### src/rtl/hdlc_rx_pkg.sv
package hdlc_rx_pkg;
  typedef enum logic [1:0] {
    K_DATA  = 2'd0,
    K_STUFF = 2'd1,
    K_FLAG  = 2'd2,
    K_ABORT = 2'd3
  } bit_kind_t;

  typedef enum logic {
    ST_HUNT  = 1'b0,
    ST_FRAME = 1'b1
  } rx_state_t;
endpackage

### src/rtl/hdlc_rx_nrzi.sv
module hdlc_rx_nrzi #(
  parameter logic REST_LEVEL = 1'b1
) (
  input  logic clk,
  input  logic rst_n,
  input  logic bit_en,
  input  logic rx_line,
  output logic dec_bit
);
  logic prev_q, prev_d;

  always_comb begin
    prev_d = prev_q;
    if (bit_en) prev_d = rx_line;
  end

  always_ff @(posedge clk or negedge rst_n) begin
    if (!rst_n) prev_q <= REST_LEVEL;
    else        prev_q <= prev_d;
  end

  assign dec_bit = ~(rx_line ^ prev_q);
endmodule

### src/rtl/hdlc_rx_scan.sv
module hdlc_rx_scan
  import hdlc_rx_pkg::*;
#(
  parameter int RUN_W    = 4,
  parameter int IDLE_RUN = 15
) (
  input  logic      clk,
  input  logic      rst_n,
  input  logic      bit_en,
  input  logic      dec_bit,
  output bit_kind_t kind,
  output logic      idle
);
  localparam logic [RUN_W-1:0] STUFF_RUN = RUN_W'(5);
  localparam logic [RUN_W-1:0] FLAG_RUN  = RUN_W'(6);
  localparam logic [RUN_W-1:0] SAT_RUN   = RUN_W'(IDLE_RUN);

  logic [RUN_W-1:0] ones_q, ones_d;

  always_comb begin
    kind = K_DATA;
    if (!dec_bit) begin
      if (ones_q == FLAG_RUN)       kind = K_FLAG;
      else if (ones_q == STUFF_RUN) kind = K_STUFF;
    end else if (ones_q == FLAG_RUN) begin
      kind = K_ABORT;
    end
  end

  always_comb begin
    ones_d = ones_q;
    if (bit_en) begin
      if (!dec_bit)               ones_d = '0;
      else if (ones_q != SAT_RUN) ones_d = ones_q + 1'b1;
    end
  end

  always_ff @(posedge clk or negedge rst_n) begin
    if (!rst_n) ones_q <= '0;
    else        ones_q <= ones_d;
  end

  assign idle = (ones_q >= SAT_RUN);

  AST_IDLE_AFTER_ONE: assert property (@(posedge clk) disable iff (!rst_n)
    $rose(idle) |-> $past(bit_en && dec_bit));
  AST_IDLE_ENDS_ON_ZERO: assert property (@(posedge clk) disable iff (!rst_n)
    (bit_en && !dec_bit) |=> !idle);
endmodule

### src/rtl/hdlc_rx_deframe.sv
module hdlc_rx_deframe
  import hdlc_rx_pkg::*;
#(
  parameter int BYTE_W = 8,
  parameter int GUARD  = 7
) (
  input  logic              clk,
  input  logic              rst_n,
  input  logic              bit_en,
  input  logic              dec_bit,
  input  bit_kind_t         kind,
  output logic              byte_valid,
  output logic [BYTE_W-1:0] byte_data,
  output logic              frame_start,
  output logic              frame_end,
  output logic [$clog2(BYTE_W)-1:0] end_bits,
  output logic              abort
);
  localparam int CNT_W = $clog2(BYTE_W);
  localparam int DLY_W = $clog2(GUARD + 1);
  localparam logic [DLY_W-1:0] DLY_FULL = DLY_W'(GUARD);
  localparam logic [CNT_W-1:0] CNT_LAST = CNT_W'(BYTE_W - 1);

  rx_state_t         st_q, st_d;
  logic [GUARD-1:0]  dly_q, dly_d;
  logic [DLY_W-1:0]  dn_q, dn_d;
  logic [BYTE_W-1:0] asm_q, asm_d, asm_in;
  logic [CNT_W-1:0]  an_q, an_d;
  logic              started_q, started_d;
  logic              bv_q, bv_d, sof_q, sof_d, eof_q, eof_d, ab_q, ab_d;
  logic [BYTE_W-1:0] bd_q, bd_d;
  logic [CNT_W-1:0]  eb_q, eb_d;
  logic [CNT_W:0]    align_sh;

  assign asm_in   = {dly_q[0], asm_q[BYTE_W-1:1]};
  assign align_sh = (CNT_W+1)'(BYTE_W) - {1'b0, an_q};

  always_comb begin
    st_d      = st_q;
    dly_d     = dly_q;
    dn_d      = dn_q;
    asm_d     = asm_q;
    an_d      = an_q;
    started_d = started_q;
    bv_d      = 1'b0;
    sof_d     = 1'b0;
    eof_d     = 1'b0;
    ab_d      = 1'b0;
    bd_d      = bd_q;
    eb_d      = '0;
    if (bit_en) begin
      if (st_q == ST_HUNT) begin
        if (kind == K_FLAG) begin
          st_d      = ST_FRAME;
          dn_d      = '0;
          an_d      = '0;
          started_d = 1'b0;
        end
      end else begin
        case (kind)
          K_FLAG: begin
            if (started_q) begin
              eof_d = 1'b1;
              eb_d  = an_q;
              bv_d  = (an_q != '0);
              bd_d  = asm_q >> align_sh;
            end
            dn_d      = '0;
            an_d      = '0;
            started_d = 1'b0;
          end
          K_ABORT: begin
            ab_d      = 1'b1;
            st_d      = ST_HUNT;
            dn_d      = '0;
            an_d      = '0;
            started_d = 1'b0;
          end
          K_DATA: begin
            dly_d = {dec_bit, dly_q[GUARD-1:1]};
            if (dn_q == DLY_FULL) begin
              asm_d = asm_in;
              if (an_q == CNT_LAST) begin
                bv_d      = 1'b1;
                bd_d      = asm_in;
                sof_d     = !started_q;
                started_d = 1'b1;
                an_d      = '0;
              end else begin
                an_d = an_q + 1'b1;
              end
            end else begin
              dn_d = dn_q + 1'b1;
            end
          end
          default: ;
        endcase
      end
    end
  end

  always_ff @(posedge clk or negedge rst_n) begin
    if (!rst_n) begin
      st_q      <= ST_HUNT;
      dly_q     <= '0;
      dn_q      <= '0;
      asm_q     <= '0;
      an_q      <= '0;
      started_q <= 1'b0;
      bv_q      <= 1'b0;
      sof_q     <= 1'b0;
      eof_q     <= 1'b0;
      ab_q      <= 1'b0;
      bd_q      <= '0;
      eb_q      <= '0;
    end else begin
      st_q      <= st_d;
      dly_q     <= dly_d;
      dn_q      <= dn_d;
      asm_q     <= asm_d;
      an_q      <= an_d;
      started_q <= started_d;
      bv_q      <= bv_d;
      sof_q     <= sof_d;
      eof_q     <= eof_d;
      ab_q      <= ab_d;
      bd_q      <= bd_d;
      eb_q      <= eb_d;
    end
  end

  assign byte_valid  = bv_q;
  assign byte_data   = bd_q;
  assign frame_start = sof_q;
  assign frame_end   = eof_q;
  assign end_bits    = eb_q;
  assign abort       = ab_q;

  AST_START_NEEDS_BYTE: assert property (@(posedge clk) disable iff (!rst_n)
    sof_q |-> bv_q);
  AST_PARTIAL_HAS_BYTE: assert property (@(posedge clk) disable iff (!rst_n)
    (eof_q && eb_q != '0) |-> bv_q);
  AST_STUFF_NOT_STORED: assert property (@(posedge clk) disable iff (!rst_n)
    (bit_en && kind == K_STUFF) |=> !bv_q);
  AST_ABORT_NO_END: assert property (@(posedge clk) disable iff (!rst_n)
    !(eof_q && ab_q));
  AST_HUNT_SILENT: assert property (@(posedge clk) disable iff (!rst_n)
    (bit_en && st_q == ST_HUNT) |=> !(bv_q || eof_q || ab_q));
  AST_PULSE_FROM_BIT: assert property (@(posedge clk) disable iff (!rst_n)
    (bv_q || eof_q || ab_q) |-> $past(bit_en));
endmodule

### src/rtl/hdlc_rx.sv
module hdlc_rx
  import hdlc_rx_pkg::*;
#(
  parameter int BYTE_W   = 8,
  parameter int RUN_W    = 4,
  parameter int IDLE_RUN = 15
) (
  input  logic              clk,
  input  logic              rst_n,
  input  logic              bit_en,
  input  logic              rx_line,
  output logic              byte_valid,
  output logic [BYTE_W-1:0] byte_data,
  output logic              frame_start,
  output logic              frame_end,
  output logic [$clog2(BYTE_W)-1:0] end_bits,
  output logic              abort,
  output logic              idle
);
  logic      dec_bit;
  bit_kind_t kind;

  hdlc_rx_nrzi #(.REST_LEVEL(1'b1)) u_nrzi (
    .clk(clk), .rst_n(rst_n), .bit_en(bit_en), .rx_line(rx_line), .dec_bit(dec_bit)
  );

  hdlc_rx_scan #(.RUN_W(RUN_W), .IDLE_RUN(IDLE_RUN)) u_scan (
    .clk(clk), .rst_n(rst_n), .bit_en(bit_en), .dec_bit(dec_bit),
    .kind(kind), .idle(idle)
  );

  hdlc_rx_deframe #(.BYTE_W(BYTE_W), .GUARD(7)) u_deframe (
    .clk(clk), .rst_n(rst_n), .bit_en(bit_en), .dec_bit(dec_bit), .kind(kind),
    .byte_valid(byte_valid), .byte_data(byte_data), .frame_start(frame_start),
    .frame_end(frame_end), .end_bits(end_bits), .abort(abort)
  );
endmodule

### config.mk
export PLATFORM = sky130hd
export DESIGN_NAME = hdlc_rx
export DESIGN_NICKNAME = d
export VERILOG_FILES = /design/src/rtl/hdlc_rx_pkg.sv /design/src/rtl/hdlc_rx_nrzi.sv /design/src/rtl/hdlc_rx_scan.sv /design/src/rtl/hdlc_rx_deframe.sv /design/src/rtl/hdlc_rx.sv
export SDC_FILE = /design/constraint.sdc
export NUM_CORES = 1
export LEC_CHECK = 0
export CORE_ASPECT_RATIO = 0.75
export CORE_UTILIZATION = 36
export CTS_CLUSTER_DIAMETER = 60
export DETAILED_ROUTE_END_ITERATION = 6
export GPL_ROUTABILITY_DRIVEN = 0
export GPL_TIMING_DRIVEN = 0
export MAX_ROUTING_LAYER = met4
export PLACE_DENSITY = 0.63
export SYNTH_ARGS = -nofsm -noshare
export SYNTH_HDL_FRONTEND = slang
export SYNTH_SLANG_ARGS = --single-unit
### constraint.sdc
create_clock -name clk -period 2.15 [get_ports clk]
set_clock_uncertainty 0.1 [all_clocks]
set_input_delay 0.215 -clock clk [delete_from_list [all_inputs] [get_ports clk]]
set_output_delay 0.215 -clock clk [all_outputs]
set_load 0.05 [all_outputs]
==> flow_summary.ini <==
[pwr]
intPower_mw = 1.286
peakVddDrop_v = 0.0003161
p_leak_nw = 1.193
comb_power_share_pct = 21.1
pwr-share-seq_pct = 51.6
p_sw_share_pct = 28.86
switchingPower_uw = 521.8
clockPowerShare_pct = 27.3
p_per_area_nw_per_um2 = 643.7

[floorplanning]
initial_core_util_pct = 37.80
num_rows = 24
io_pins = 20
coreArea_um2 = 5916
die_area_um2 = 6533
die_h_um = 70.25
fp.dieW_um = 93

[critical_path]
r2r-start = u_scan.ones_q[0]
crit_start = u_scan.ones_q[0]
cp-end-kind = flip-flop
cp.required_ps = 2220
crit_arrival_ps = 2150
crit_buf_inv = 3
crit_path_max_incr_delay_ps = 400
crit_chain = inv_1 -> ha_2 -> and3b_1 -> buf_6 -> a311o_1 -> a21o_4 -> buf_6 -> nand2_1 -> o21ai_0
crit_fanout = 10
cpMaxStageDelayCell = dfrtp_2
critical-path-top-delay-family = compound AO/OA/AOI/OAI gates
worstSetupPathType = reg2reg
critPathLaunchType = flip-flop
path_common_cell = buf_6

[timing]
period_needed_ps = 2079
final.period_utilization_pct = 96.69
drv_slew = 0
tightest_slew_ps = 649.4
rsz0062_at_grt = yes
relSlewSlack_pct = 56.40
setup_viol = 0
fmax_mhz = 481.0
finalSetupTns_ps = 0
timing.final.ws_setup_ps = 71.16
holdWs_ps = 316.9
hold_viol_final = 0

[logic_synthesis]
syn_avg_cell_area_um2 = 10.96
yosysTopAreaCellShare_pct = 47.01
ys_seq_area_share_pct = 48.18
syn_area_um2 = 2236
synth-seq-cells = 43
synth-edff-count = 0
yosysUniqueCellTypes = 52
synthTopCellsByArea = dfrtp_1 (47%), mux2_2 (9.1%), ha_1 (5.0%)
ys_warn_count = 0
syn_inst = 204
syn-num-nets = 217
async_flop_share_pct = 100.0
yosys.area.top_type = dfrtp_1
synthFlopType = dfrtp_1

[route]
drc_errors = 0
wirelength_um = 4480
num_vias = 1666
wl_per_cell_um = 14.13
vias_per_cell = 5.256
ant_nets = 0
drt_iter0_markers = 138
drt_first_pass_iters = 4

[layout]
layout-drive-gt1-share_pct = 26.36
final_cell_mix = dfrtp_1 (40), nand2_1 (18), mux2_2 (18)
area_delta_synth_final_pct = 25.63
final_common_cell = dfrtp_1
final_core_util_pct = 47.48
antennaDiodeCount = 0
fin_area_um2 = 2809
layout.nets = 251

[global_routing]
grt_pass1_vias = 1519
use_met3_pct = 3.595
grt_use_met2_pct = 19.93
grt_max_degree = 25
top_usage_layer = met1
grtUsageMet1_pct = 22.81
grt_overflow = 0
antenna_found_initial = 0
grt_usage_pct = 15.17
grt_pass1_wl_um = 7452

[clocking]
cts_root_buf = clkbuf_8
cts_tree = built
clock_latency_ps = 290
cts_inserted_buffers = 5
htreeDepth = 2
clockBufferDepth = 2
cts.clk_slew.worst_paths_ps = 80
cts.sinks = 43

[run]
cap_violations = 0

[place]
dpl.hpwl_um = 3174
place_ws_ps = -184.3
portBuffers = 19
postPlaceCellArea_um2 = 2564

[worst_hold_path]
hold_class = in2async

[status]
outcome = complete, no violations
-- synthesized netlist by cell type (2+ instances only) --
cell and count:
buf_2 4, inv_1 10, ha_1 9, nor3_1 12, nor2_1 3, and2_1 2
clkbuf_1 2, buf_6 2, nand2b_1 4, a22oi_1 3, nand2_1 18, nand3b_1 2
o21ai_1 4, nand3_1 5, a31oi_1 2, mux2i_1 7, a21oi_1 12, dfrtp_1 42
mux2_2 18, o21ai_0 9, a211oi_1 2, o21a_1 2
-- cell type report --
cell class              count  area, um2
clock buffers               7      76.32
inverters                  10      37.54
clock inverters             1      5.005
well taps                  78      97.59
repair buffers             29      291.5
multi-input cells         142       1160
flip-flops and latches     43       1080
fillers                   551       3107
plain buffers               7      61.31
-- cell families after synthesis --
family	after synthesis	synth area share (%)
adder cells (fa/ha/maj)	9	5.036
flip-flops	43	48.18
AND/OR/NAND/NOR	55	13.37
AO/OA/AOI/OAI	50	15.00
XOR/XNOR	2	1.119
multiplexers	26	13.21
buffers and inverters	19	4.085
-- stage by stage --
stage,cells,power [mW]
2_1_floorplan,204,1.173
3_3_place_gp,301,1.254
3_5_place_dp,302,1.268
4_1_cts,313,1.786
5_1_grt,317,1.921
6_report,317,1.808
-- flip-flops by register name, summed over array words and instances, names as in the netlist, 3 cells and up --
| register | cells |
|---|---|
| u_deframe.an_q | 3 |
| u_deframe.asm_q | 8 |
| u_deframe.byte_data | 8 |
| u_deframe.dly_q | 7 |
| u_deframe.dn_q | 3 |
| u_deframe.end_bits | 3 |
| u_scan.ones_q | 4 |
-- timing repair --
action	CTS	global route
gates cloned	0	1
endpoints found under the hold margin	19	0
gates resized for setup	6	14
setup buffers	3	4
setup endpoints to repair	24	22
hold buffers	1	0
pin swaps	0	5
-- final timing paths --
path	endpoint	slack, ps	cells past startpoint
worst max register to register	u_deframe.byte_data[0]	70	9
max in group asynchronous	u_nrzi.prev_q	1080	3
worst min register to register	u_deframe.byte_data[5]	380	2
worst max-delay path	u_deframe.byte_data[0]	70	9
worst min-delay path	u_scan.ones_q[0]	320	2
min in group clk	u_deframe.byte_data[5]	380	2
-- power by group through the flow --
stage | clock, mW | combinational, mW | sequential, mW
5_1_grt | 0.548 | 0.425 | 0.948
2_1_floorplan | 0 | 0.239 | 0.934
4_1_cts | 0.510 | 0.344 | 0.931
3_5_place_dp | 0 | 0.320 | 0.948
6_report | 0.494 | 0.381 | 0.933
3_3_place_gp | 0 | 0.310 | 0.944
-- per-layer routing --
layer | vias up | routed length, um
met2 | 54 | 1860
met3 | 5 | 229
met4 | 0 | 39
met5 | - | 0
met1 | 800 | 2351
li1 | 807 | -
No activity file was read; power rests on OpenSTA's default activity.
